## src/rtl/dic_pkg.sv

```systemverilog
package dic_pkg;
    localparam int LANES      = 4;
    localparam int REM_W      = $clog2(LANES);
    localparam int NOM_GAP    = 12;
    localparam int GAP_W      = 4;
    localparam int CNT_W      = REM_W;
    localparam int MAX_CREDIT = LANES - 1;

    typedef logic [REM_W-1:0] rem_t;
    typedef logic [CNT_W-1:0] cnt_t;
    typedef logic [GAP_W-1:0] gap_t;

    typedef struct packed {
        gap_t gap;
        cnt_t cnt;
    } gap_dec_t;

    function automatic gap_dec_t dic_step(input cnt_t c, input rem_t r);
        gap_dec_t d;
        int sum;
        sum = int'(c) + int'(r);
        if (sum <= MAX_CREDIT) begin
            d.gap = gap_t'(NOM_GAP - int'(r));
            d.cnt = cnt_t'(sum);
        end else begin
            d.gap = gap_t'(NOM_GAP + LANES - int'(r));
            d.cnt = cnt_t'(sum - LANES);
        end
        return d;
    endfunction
endpackage

```

## src/rtl/dic_decide.sv

```systemverilog
module dic_decide
    import dic_pkg::*;
(
    input  cnt_t     cnt_i,
    input  rem_t     rem_i,
    output gap_dec_t dec_o
);
    always_comb begin
        dec_o = dic_step(cnt_i, rem_i);
    end
endmodule

```

## src/rtl/dic_state.sv

```systemverilog
module dic_state
    import dic_pkg::*;
(
    input  logic     clk,
    input  logic     rst,
    input  logic     clr_i,
    input  logic     upd_i,
    input  gap_dec_t dec_i,
    output cnt_t     cnt_o,
    output gap_t     gap_o,
    output logic     vld_o
);
    always_ff @(posedge clk) begin
        if (rst || clr_i) begin
            cnt_o <= '0;
            gap_o <= gap_t'(NOM_GAP);
            vld_o <= 1'b0;
        end else begin
            vld_o <= upd_i;
            if (upd_i) begin
                cnt_o <= dec_i.cnt;
                gap_o <= dec_i.gap;
            end
        end
    end


    count_hold_chk: assert property (@(posedge clk) disable iff (rst)
        (!upd_i && !clr_i) |=> $stable(cnt_o));

    clear_zero_chk: assert property (@(posedge clk) disable iff (rst)
        clr_i |=> (cnt_o == '0 && !vld_o));
endmodule

```

## src/rtl/dic_gap_gen.sv

```systemverilog
module dic_gap_gen
    import dic_pkg::*;
(
    input  logic        clk,
    input  logic        rst,
    input  logic        clr_i,
    input  logic        eof_vld_i,
    input  logic [1:0]  eof_rem_i,
    output logic        gap_vld_o,
    output logic [3:0]  gap_len_o,
    output logic [1:0]  deficit_o
);
    cnt_t     cnt;
    gap_t     gap;
    gap_dec_t dec;

    dic_decide u_decide (
        .cnt_i (cnt),
        .rem_i (rem_t'(eof_rem_i)),
        .dec_o (dec)
    );

    dic_state u_state (
        .clk   (clk),
        .rst   (rst),
        .clr_i (clr_i),
        .upd_i (eof_vld_i),
        .dec_i (dec),
        .cnt_o (cnt),
        .gap_o (gap),
        .vld_o (gap_vld_o)
    );

    assign gap_len_o = gap;
    assign deficit_o = cnt;


    gap_range_chk: assert property (@(posedge clk) disable iff (rst)
        gap_vld_o |-> (gap_len_o >= 4'd9 && gap_len_o <= 4'd15));

    zero_rem_chk: assert property (@(posedge clk) disable iff (rst || clr_i)
        (eof_vld_i && eof_rem_i == 2'd0) |=> (gap_len_o == 4'd12 && deficit_o == $past(deficit_o)));

    gap_plus_count_chk: assert property (@(posedge clk) disable iff (rst || clr_i)
        (eof_vld_i && eof_rem_i != 2'd0) |=>
        ((5'(gap_len_o) + 5'(deficit_o)) == (5'd12 + 5'($past(deficit_o)))));

    strobe_follows_chk: assert property (@(posedge clk) disable iff (rst || clr_i)
        eof_vld_i |=> gap_vld_o);

    no_spurious_chk: assert property (@(posedge clk) disable iff (rst)
        !eof_vld_i |=> !gap_vld_o);
endmodule

```

## config.mk

```make
export PLATFORM = sky130hd
export DESIGN_NAME = dic_gap_gen
export DESIGN_NICKNAME = d
export VERILOG_FILES = /design/src/rtl/dic_pkg.sv /design/src/rtl/dic_decide.sv /design/src/rtl/dic_state.sv /design/src/rtl/dic_gap_gen.sv
export SDC_FILE = /design/constraint.sdc
export NUM_CORES = 1
export LEC_CHECK = 0
export ABC_CLOCK_PERIOD_IN_PS = 1800
export BUFFER_PORTS_ARGS = -buffer_cell sky130_fd_sc_hd__buf_2
export CAP_MARGIN = 5
export CORE_MARGIN = 2
export CORE_UTILIZATION = 23
export DETAILED_ROUTE_END_ITERATION = 8
export SLEW_MARGIN = 20
export SYNTH_ARGS = -nofsm -noshare
export SYNTH_HDL_FRONTEND = slang
export SYNTH_HIERARCHICAL = 1
export SYNTH_SLANG_ARGS = --single-unit
```

## constraint.sdc

```tcl
create_clock -name clk -period 1.8 [get_ports clk]
set_clock_uncertainty 0.1 [all_clocks]
set_input_delay 0.18 -clock clk [delete_from_list [all_inputs] [get_ports clk]]
set_output_delay 0.18 -clock clk [all_outputs]
set_load 0.005 [all_outputs]
```

; Yosys cells after proc, flatten, opt, wreduce, memory -nomap -nowiden
; Index checks and enable logic that the tools add are counted.
[word_totals]
register_bits = 7
in_bits = 6
output_inout_bits = 7
wordCells = 10
[classes]
n_addsub = 4
order_cmp = 1
n_mux = 1
n_reduce_logical = 1
[ops]
columns = operator, count
row1 = 2-to-1 mux 6 bit, 1
row2 = "subtractor 4 x 2 -> 4 bit, first input constant", 1
row3 = adder 2 x 2 -> 3 bit, 1
row4 = "less-or-equal comparator 3 x 2 -> 1 bit, second input constant", 1
row5 = "subtractor 1 x 2 -> 3 bit, first input constant", 1
row6 = "subtractor 2 x 1 -> 2 bit, second input constant", 1
row7 = logical OR 1 bit, 1

; Depth between registers and ports, before layout
; Gate-level depths: netlist of run 1.
[logic_depth]
depth_word = 3
ltp_mapped = 8
mapped_depth_nobuf = 8

; By module
; The synthesis of run 1 kept the hierarchy.
[modules_own_cells]
columns = mod, instances, cells_per_inst, area_per_inst_um2, seq_area_each_um2
row1 = dic_state, 1, 22, 250.2, 140.1
row2 = dic_decide, 1, 12, 91.3, 0.0

; Worst setup path before layout of run 1
; OpenSTA, ideal clock, no wires.
[synth_timing]
kind = register -> register
start = register u_state.cnt_o[0]
end = register u_state.gap_o[2]
setup_time_ns = 0.120
arrival_time_ns = 1.314
t_required_ns = 1.580
setup_slack_ns = 0.266
path_stages_with_launch = 8
path_buffers = 0
period_less_slack_ns = 1.534
path_cell_list = dfxtp_1 > ha_1 > inv_1 > fa_1 > inv_1 > ha_1 > mux2i_1 > nand2_1
[synth_rtl]
columns = element, line_no
row1 = start: declaration, dic_state.sv:9  ; output cnt_t cnt_o,
row2 = start signal: assignment, dic_state.sv:21  ; cnt_o <= dec_i.cnt;
row3 = end signal: assignment, dic_state.sv:16  ; gap_o <= gap_t'(NOM_GAP);
row4 = end signal: assignment, dic_state.sv:22  ; gap_o <= dec_i.gap;
row5 = end: declaration, dic_state.sv:10  ; output gap_t gap_o,

==> results of run 1 <==
## worst max-delay path: cells and delay by family (launching register included)
kind | cells | cell delay, ns
adder cells (fa/ha/maj) | 3 | 0.74
flip-flops | 1 | 0.35
multiplexers | 1 | 0.13
buffers and inverters | 2 | 0.12
AND/OR/NAND/NOR | 1 | 0.07
## cell usage in the layout (no fill, tap or decap), drive strengths merged
cell type  synthesis  final
inv                7      7
nand2              2      2
buf                2     12
ha                 3      3
and2               1      1
fa                 1      1
nor3               4      4
clkbuf             0      4
nor2               1      1
mux2i              6      6
dfxtp              7      7
## worst max path at each step
stage,start,endpoint,slack [ns],cells after the start
2_1_floorplan,u_state/cnt_o[0],u_state/gap_o[2],0.27,7
3_3_place_gp,u_state/cnt_o[0],u_state/gap_o[2],0.22,7
3_5_place_dp,u_state/cnt_o[0],u_state/gap_o[2],0.18,7
4_1_cts,u_state/cnt_o[0],u_state/gap_o[2],0.18,7
5_1_grt,u_state/cnt_o[0],u_state/gap_o[2],0.13,7
6_report,u_state/cnt_o[0],u_state/gap_o[2],0.19,7
## area by class of cell
class	instances	area share
clock buffers	4	0.0614
flip-flops and latches	7	0.327
repair buffers	12	0.140
inverters	7	0.0614
well taps	15	0.0439
multi-input cells	18	0.365
## power by group through the flow
stage               sequential, W  combinational (W)  clock [W]
detailed placement       0.000167          0.0000422          0
floorplan                0.000167          0.0000264          0
global placement         0.000166          0.0000404          0
global route             0.000164          0.0000479   0.000157
finish                   0.000163          0.0000412   0.000145
CTS                      0.000163          0.0000425   0.000152
## routing by layer
layer	track usage	share of wire
met2	0.120	0.43
met4	0.131	0.029
met3	0.0172	0.074
met5	0	0
met1	0.106	0.46
## flip-flops by register name, summed over array words and instances (netlist names)
signal and count:
u_state/cnt_o 2, u_state/vld_o 1, u_state/gap_o 4
## metrics by stage
step / cell area [um^2] / power, W / instances
final: 428 / 0.000349 / 63
after global routing: 428 / 0.000369 / 63
after CTS: 428 / 0.000358 / 63
after detailed placement: 402 / 0.000209 / 59
after global placement: 402 / 0.000207 / 59
after floorplan: 342 / 0.000194 / 34
## kinds of logic (layout without fill, tap and decap cells)
logic type / Yosys count / count (layout) / share of synthesized area
adder cells (fa/ha/maj): 4 / 4 / 0.169
multiplexers: 6 / 6 / 0.176
flip-flops: 7 / 7 / 0.410
buffers and inverters: 9 / 23 / 0.132
AND/OR/NAND/NOR: 8 / 8 / 0.114
==> impl_metrics.yaml, run 1 <==
detailed_routing:
  drc_errors: 0
  routed_wire_length_per_instance_um: 10.2
  routed_wirelength_um: 645
  drt_iter0_drc: 3
  final_antenna_net_count: 0
  via_count: 262
  firstDrtPassIters: 3
  vias_per_cell: 4.16
power:
  internal_power_w: 0.000265
  power_leakage_nw: 0.228
  share_comb_of_total_power: 0.118
  power.sequential.fraction: 0.467
  power_per_cell_area_nw_per_um2: 816
  max-vdd-ir-drop_mv: 0.321
  pwr-share-clk: 0.414
  power.switching_fraction: 0.241
  power.switching_w: 0.0000840
synth:
  synthDominantCellAreaShare: 0.410
  synth_top_area_cell: "dfxtp_1"
  number_of_enable_flip_flop_cells_after_synthesis: 0
  synth.distinct_cells: 11
  synth-seq-cells: 7
  ys_dominant_reg_cell: "dfxtp_1"
  ys.warnings.count: 6
  ys_top_cells_by_area: "dfxtp_1 (41%), mux2i_1 (18%), ha_1 (11%)"
  post_synthesis_async_set_or_reset_flop_share: 0
  postSynthAreaPerCell_um2: 10.0
  post_synth_inst_count: 34
  postSynthNetCount: 44
  ys_seq_area_frac: 0.410
  synthesis.area_um2: 342
  synth.top_cells.by_count: "dfxtp_1 (7), inv_1 (7), mux2i_1 (6), nor3_1 (4), ha_1 (3)"
global_routing:
  wire_length_of_the_first_global_routing_pass_um: 1120
  global_route.usage.total: 0.0925
  overflow: 0
  grt_max_degree: 8
  antenna_found_initial: 0
  first_global_vias: 265
hold_path:
  hold_path.startpoint: "rst"
  worstHoldPathType: "in -> reg"
  worst_hold_path.endpoint: "u_state/gap_o[1]"
  hold_path_depth: 2
clock_tree:
  clock_insertion_delay_worst_skew_ns: 0.25
  cts.hold.buffers_added: 0
  postCtsSetupRepairBufs: 0
  tritoncts.num_buffers: 3
  clockBufferDepth: 2
  clock_slew_at_the_register_clock_pins_of_the_worst_setup_and_hold_paths_ns: 0.06
  tritoncts_num_sinks: 7
  clockRootBuffer: "clkbuf_4"
  postCtsResizedCells: 0
  cts_tree: "yes"
  htreeDepth: 1
placed_design:
  gp_congestion: 0.706
  dp_worst_setup_slack_ns: 0.181
  dpl.hpwl_um: 508
  port_buffers: 12
die:
  boundaryPins: 13
  placementRows: 13
  die_y_um: 42.5
  die_width_um: 42.5
  floorplan.core_area_um2: 1350
  die_area_um2: 1810
  start_util: 0.253
setup_path:
  cp_cell_sequence: "ha_1 -> inv_1 -> fa_1 -> inv_1 -> ha_1 -> mux2i_1 -> nand2_1"
  worst_flop_to_flop_path_startpoint: "u_state/cnt_o[0]"
  setup.reg_to_reg.worst_slack_ns: 0.19
  rr_endpoint: "u_state/gap_o[2]"
  reg2reg_depth: 7
  start_kind: "flop"
  timing.setup.critical_path_class: "reg -> reg"
  crit_slowest_cell: "fa_1"
  worst-path-max-fanout: 3
  worst_setup_path_end_kind: "flop"
  critPathArrivalTime_ns: 1.64
  required_ns: 1.84
  timing.critical_path.slowest_cell_delay_ns: 0.36
cells_and_area:
  area_growth_syn_to_layout_pct: 25.3
  layout.filler_cells: 161
  multi_input_comb_area_um2: 156
  antennaDiodeCount: 0
  finish.net_count: 59
  post_route_cells_drive_above_1_share: 0.333
  layout.area.seq_um2: 140
  postLayoutCoreUtil: 0.317
timing:
  timing.final.max_slew_violations: 0
  max_slew.worst_pin.slew_ns: 0.151
  setup_viol_count_final: 0
  timing.final.hold_violations: 0
  finalCritPeriodShare: 0.893
  rsz0062_at_grt: "no"
  fmax_mhz: 622
  setup_total_negative_slack_ns: 0
  finalWorstSetupSlack_ns: 0.192
  holdWs_ns: 0.0543
  max-slew-margin-rel: 0.897
  period_needed_ns: 1.61
outcome:
  outcome: "completed"
job:
  cap_violations: 0
Note: power is estimated with default switching activity, not from simulation.
==> inputs of run 2 (changes only) <==
--- a/config.mk
+++ b/config.mk
@@ -5,6 +5,7 @@
 export SDC_FILE = /design/constraint.sdc
 export NUM_CORES = 1
 export LEC_CHECK = 0
+export ABC_AREA = 1
 export ABC_CLOCK_PERIOD_IN_PS = 1800
 export BUFFER_PORTS_ARGS = -buffer_cell sky130_fd_sc_hd__buf_2
 export CAP_MARGIN = 5
==> constraint.sdc (replaced) <==
create_clock -name clk -period 1.8 [get_ports clk]
set_clock_uncertainty 0.1 [all_clocks]
set_input_delay 0.18 -clock clk [delete_from_list [all_inputs] [get_ports clk]]
set_output_delay 0.18 -clock clk [all_outputs]
set_load 0.05 [all_outputs]
==> run 2 against run 1 <==
Against the previous run: setup slack improved by 0.11 ns; critical path depth unchanged; non-clock buffer count unchanged; flip-flop and latch count unchanged; global-route usage decreased by 0.78 points; core utilization decreased by 1.4 points; largest cell class unchanged; maximum frequency increased by 7.6%; final cell count increased by 25%; total power increased by 9.7%; design area increased by 5.6%; sequential share of layout area decreased by 1.4 points; synthesized cell count increased by 44%.
==> impl_metrics.yaml, run 2 <==
outcome:
  outcome: "completed"
cells_and_area:
  post_route_cells_drive_above_1_share: 0.270
  finish.net_count: 74
  top_register: "u_state/gap_o"
  commonest_non_fill_non_tap_cells_in_the_layout: "buf_2 (12), inv_1 (12), nand2_1 (12)"
  area_growth_syn_to_layout_pct: 24.5
  largest_register_ff_count: 4
  antennaDiodeCount: 0
  layout.filler_cells: 177
  postLayoutCellArea_um2: 452
  biggestRegsByFlops: "u_state/gap_o: 4 flops, u_state/cnt_o: 2 flops, u_state/vld_o: 1 flops"
placed_design:
  dp_worst_setup_slack_ns: 0.310
  placed_cell_area_um2: 425
  dpl.hpwl_um: 504
  port_buffers: 12
  gp_congestion: 0.698
global_routing:
  overflow: 0
  global_route.usage.total: 0.0847
  grt_use_met2: 0.129
  wire_length_of_the_first_global_routing_pass_um: 1150
  grtUsageMet3: 0.0500
  grt_max_degree: 12
  globalRouteMet1Util: 0.103
  first_global_vias: 265
  gr-max-usage-layer: "met2"
  antenna_found_initial: 0
detailed_routing:
  vias_per_cell: 3.85
  final_antenna_net_count: 0
  routed_wirelength_um: 636
  drc_errors: 0
  via_count: 304
  drt_iter0_drc: 2
  routed_wire_length_per_instance_um: 8.05
  firstDrtPassIters: 2
power:
  pwr-share-clk: 0.382
  design_power_total_w: 0.000383
  power_leakage_nw: 0.259
  power.switching_fraction: 0.300
  max-vdd-ir-drop_mv: 0.278
  internal_power_w: 0.000268
  power.sequential.fraction: 0.431
  share_comb_of_total_power: 0.187
  power.switching_w: 0.000115
  power_per_cell_area_nw_per_um2: 848
setup_path:
  timing.setup.critical_path_class: "reg -> reg"
  worst-path-max-fanout: 3
  critPathArrivalTime_ns: 1.52
  timing.critical_path.slowest_cell_delay_ns: 0.35
  reg2reg_depth: 7
  required_ns: 1.83
  cp_cell_sequence: "ha_1 -> inv_1 -> fa_1 -> inv_1 -> ha_1 -> nand2_1 -> nand3_1"
  critical_path.startpoint: "u_state/cnt_o[0]"
  worst_flop_to_flop_path_startpoint: "u_state/cnt_o[0]"
  crit_slowest_cell: "fa_1"
  start_kind: "flop"
  worst_setup_path_end_kind: "flop"
synth:
  post_synth_inst_count: 49
  ys_top_cells_by_area: "dfxtp_1 (39%), inv_1 (12%), nand2_1 (12%)"
  ys_dominant_reg_cell: "dfxtp_1"
  post_synthesis_async_set_or_reset_flop_share: 0
  synth.area.mux_share: 0
  synthesis.area_um2: 363
  ys.warnings.count: 6
  synth.top_cells.by_count: "inv_1 (12), nand2_1 (12), nor2_1 (8), dfxtp_1 (7), ha_1 (3)"
  number_of_enable_flip_flop_cells_after_synthesis: 0
  synth.distinct_cells: 11
  main_combinational_cell_family_by_area_after_synthesis: "simple AND/OR/NAND/NOR gates"
  synth-seq-cells: 7
  synth_top_area_cell: "dfxtp_1"
  ys_seq_area_frac: 0.386
  yosys.area_share.adder: 0.159
  yosys.area_share.simple: 0.279
  postSynthAreaPerCell_um2: 7.41
  postSynthNetCount: 59
  synth_compound_gate_area_share: 0
  synth-xor-area-share: 0
  synthDominantCellAreaShare: 0.386
clock_tree:
  postCtsResizedCells: 0
  postCtsSetupRepairBufs: 0
  cts.hold.buffers_added: 0
  tritoncts.num_buffers: 3
  clockRootBuffer: "clkbuf_4"
  clock_insertion_delay_worst_skew_ns: 0.25
  clock_slew_at_the_register_clock_pins_of_the_worst_setup_and_hold_paths_ns: 0.06
  tritoncts_num_sinks: 7
  cts_tree: "yes"
  clockBufferDepth: 2
  htreeDepth: 1
timing:
  setup_viol_count_final: 0
  timing.final.hold_violations: 0
  rsz0062_at_grt: "no"
  fmax_mhz: 669
  holdWs_ns: 0.0448
  max_slew.worst_pin.slew_ns: 0.254
  finalCritPeriodShare: 0.830
  setup_total_negative_slack_ns: 0
  period_needed_ns: 1.49
  timing.final.max_slew_violations: 0
  max-slew-margin-rel: 0.832
  finalWorstSetupSlack_ns: 0.306
die:
  die_y_um: 43.7
  placementRows: 14
  floorplan.core_area_um2: 1490
  start_util: 0.244
  boundaryPins: 13
  die_area_um2: 1910
  die_width_um: 43.7
job:
  cap_violations: 0
hold_path:
  hold_path_depth: 2
  worstHoldPathType: "in -> reg"
  hold_path.startpoint: "rst"
==> run 2: cell types whose count changed after synthesis, moves of 2 or more <==
cell | previous run | this run
nand2_1 | 2 | 12
nor2_1 | 1 | 8
mux2i_1 | 6 | 0
inv_1 | 7 | 12
nor3_1 | 4 | 1
nand3_1 | 0 | 2
==> run 2: worst paths after layout <==
kind / to / slack [ns]
max: u_state/gap_o[2] / 0.31
max reg2reg: u_state/gap_o[2] / 0.31
min reg2reg: u_state/gap_o[2] / 0.35
min: u_state/vld_o / 0.04
==> run 2: layout make-up <==
type                    count  area, um^2  area share
multi-input cells          28         159       0.352
flip-flops and latches      7         141       0.313
repair buffers             12        60.1       0.133
inverters                  12        45.0      0.0997
clock buffers               4        26.3      0.0582
well taps                  16        20.0      0.0443
==> run 2: logic make-up (layout without fill, tap and decap cells) <==
group,count (synthesis),in the layout
AND/OR/NAND/NOR,24,24
flip-flops,7,7
adder cells (fa/ha/maj),4,4
buffers and inverters,14,28
==> run 2: per-stage QoR <==
step,std cells,util
after floorplan,49,-
after global placement,75,0.286
after detailed placement,75,0.286
after CTS,79,0.303
after global routing,79,0.303
final,79,0.303
==> run 2: critical path, delay by kind of cell, from the launching register on <==
kind	cells	cell delay, ns
buffers and inverters	2	0.11
flip-flops	1	0.33
adder cells (fa/ha/maj)	3	0.71
AND/OR/NAND/NOR	2	0.13
==> run 2: routing by layer <==
layer  vias to the layer above  wire length (um)
li1                        167                 -
met1                       131               274
met2                         6               313
met3                         0                48
met4                         0                 0
met5                         -                 0
==> run 2: power groups by stage <==
stage / logic (W) / registers, W / clock network (W)
final: 0.0000716 / 0.000165 / 0.000147
after global routing: 0.0000809 / 0.000166 / 0.000167
after CTS: 0.0000730 / 0.000165 / 0.000153
after detailed placement: 0.0000728 / 0.000169 / 0
after global placement: 0.0000709 / 0.000169 / 0
after floorplan: 0.0000325 / 0.000193 / 0
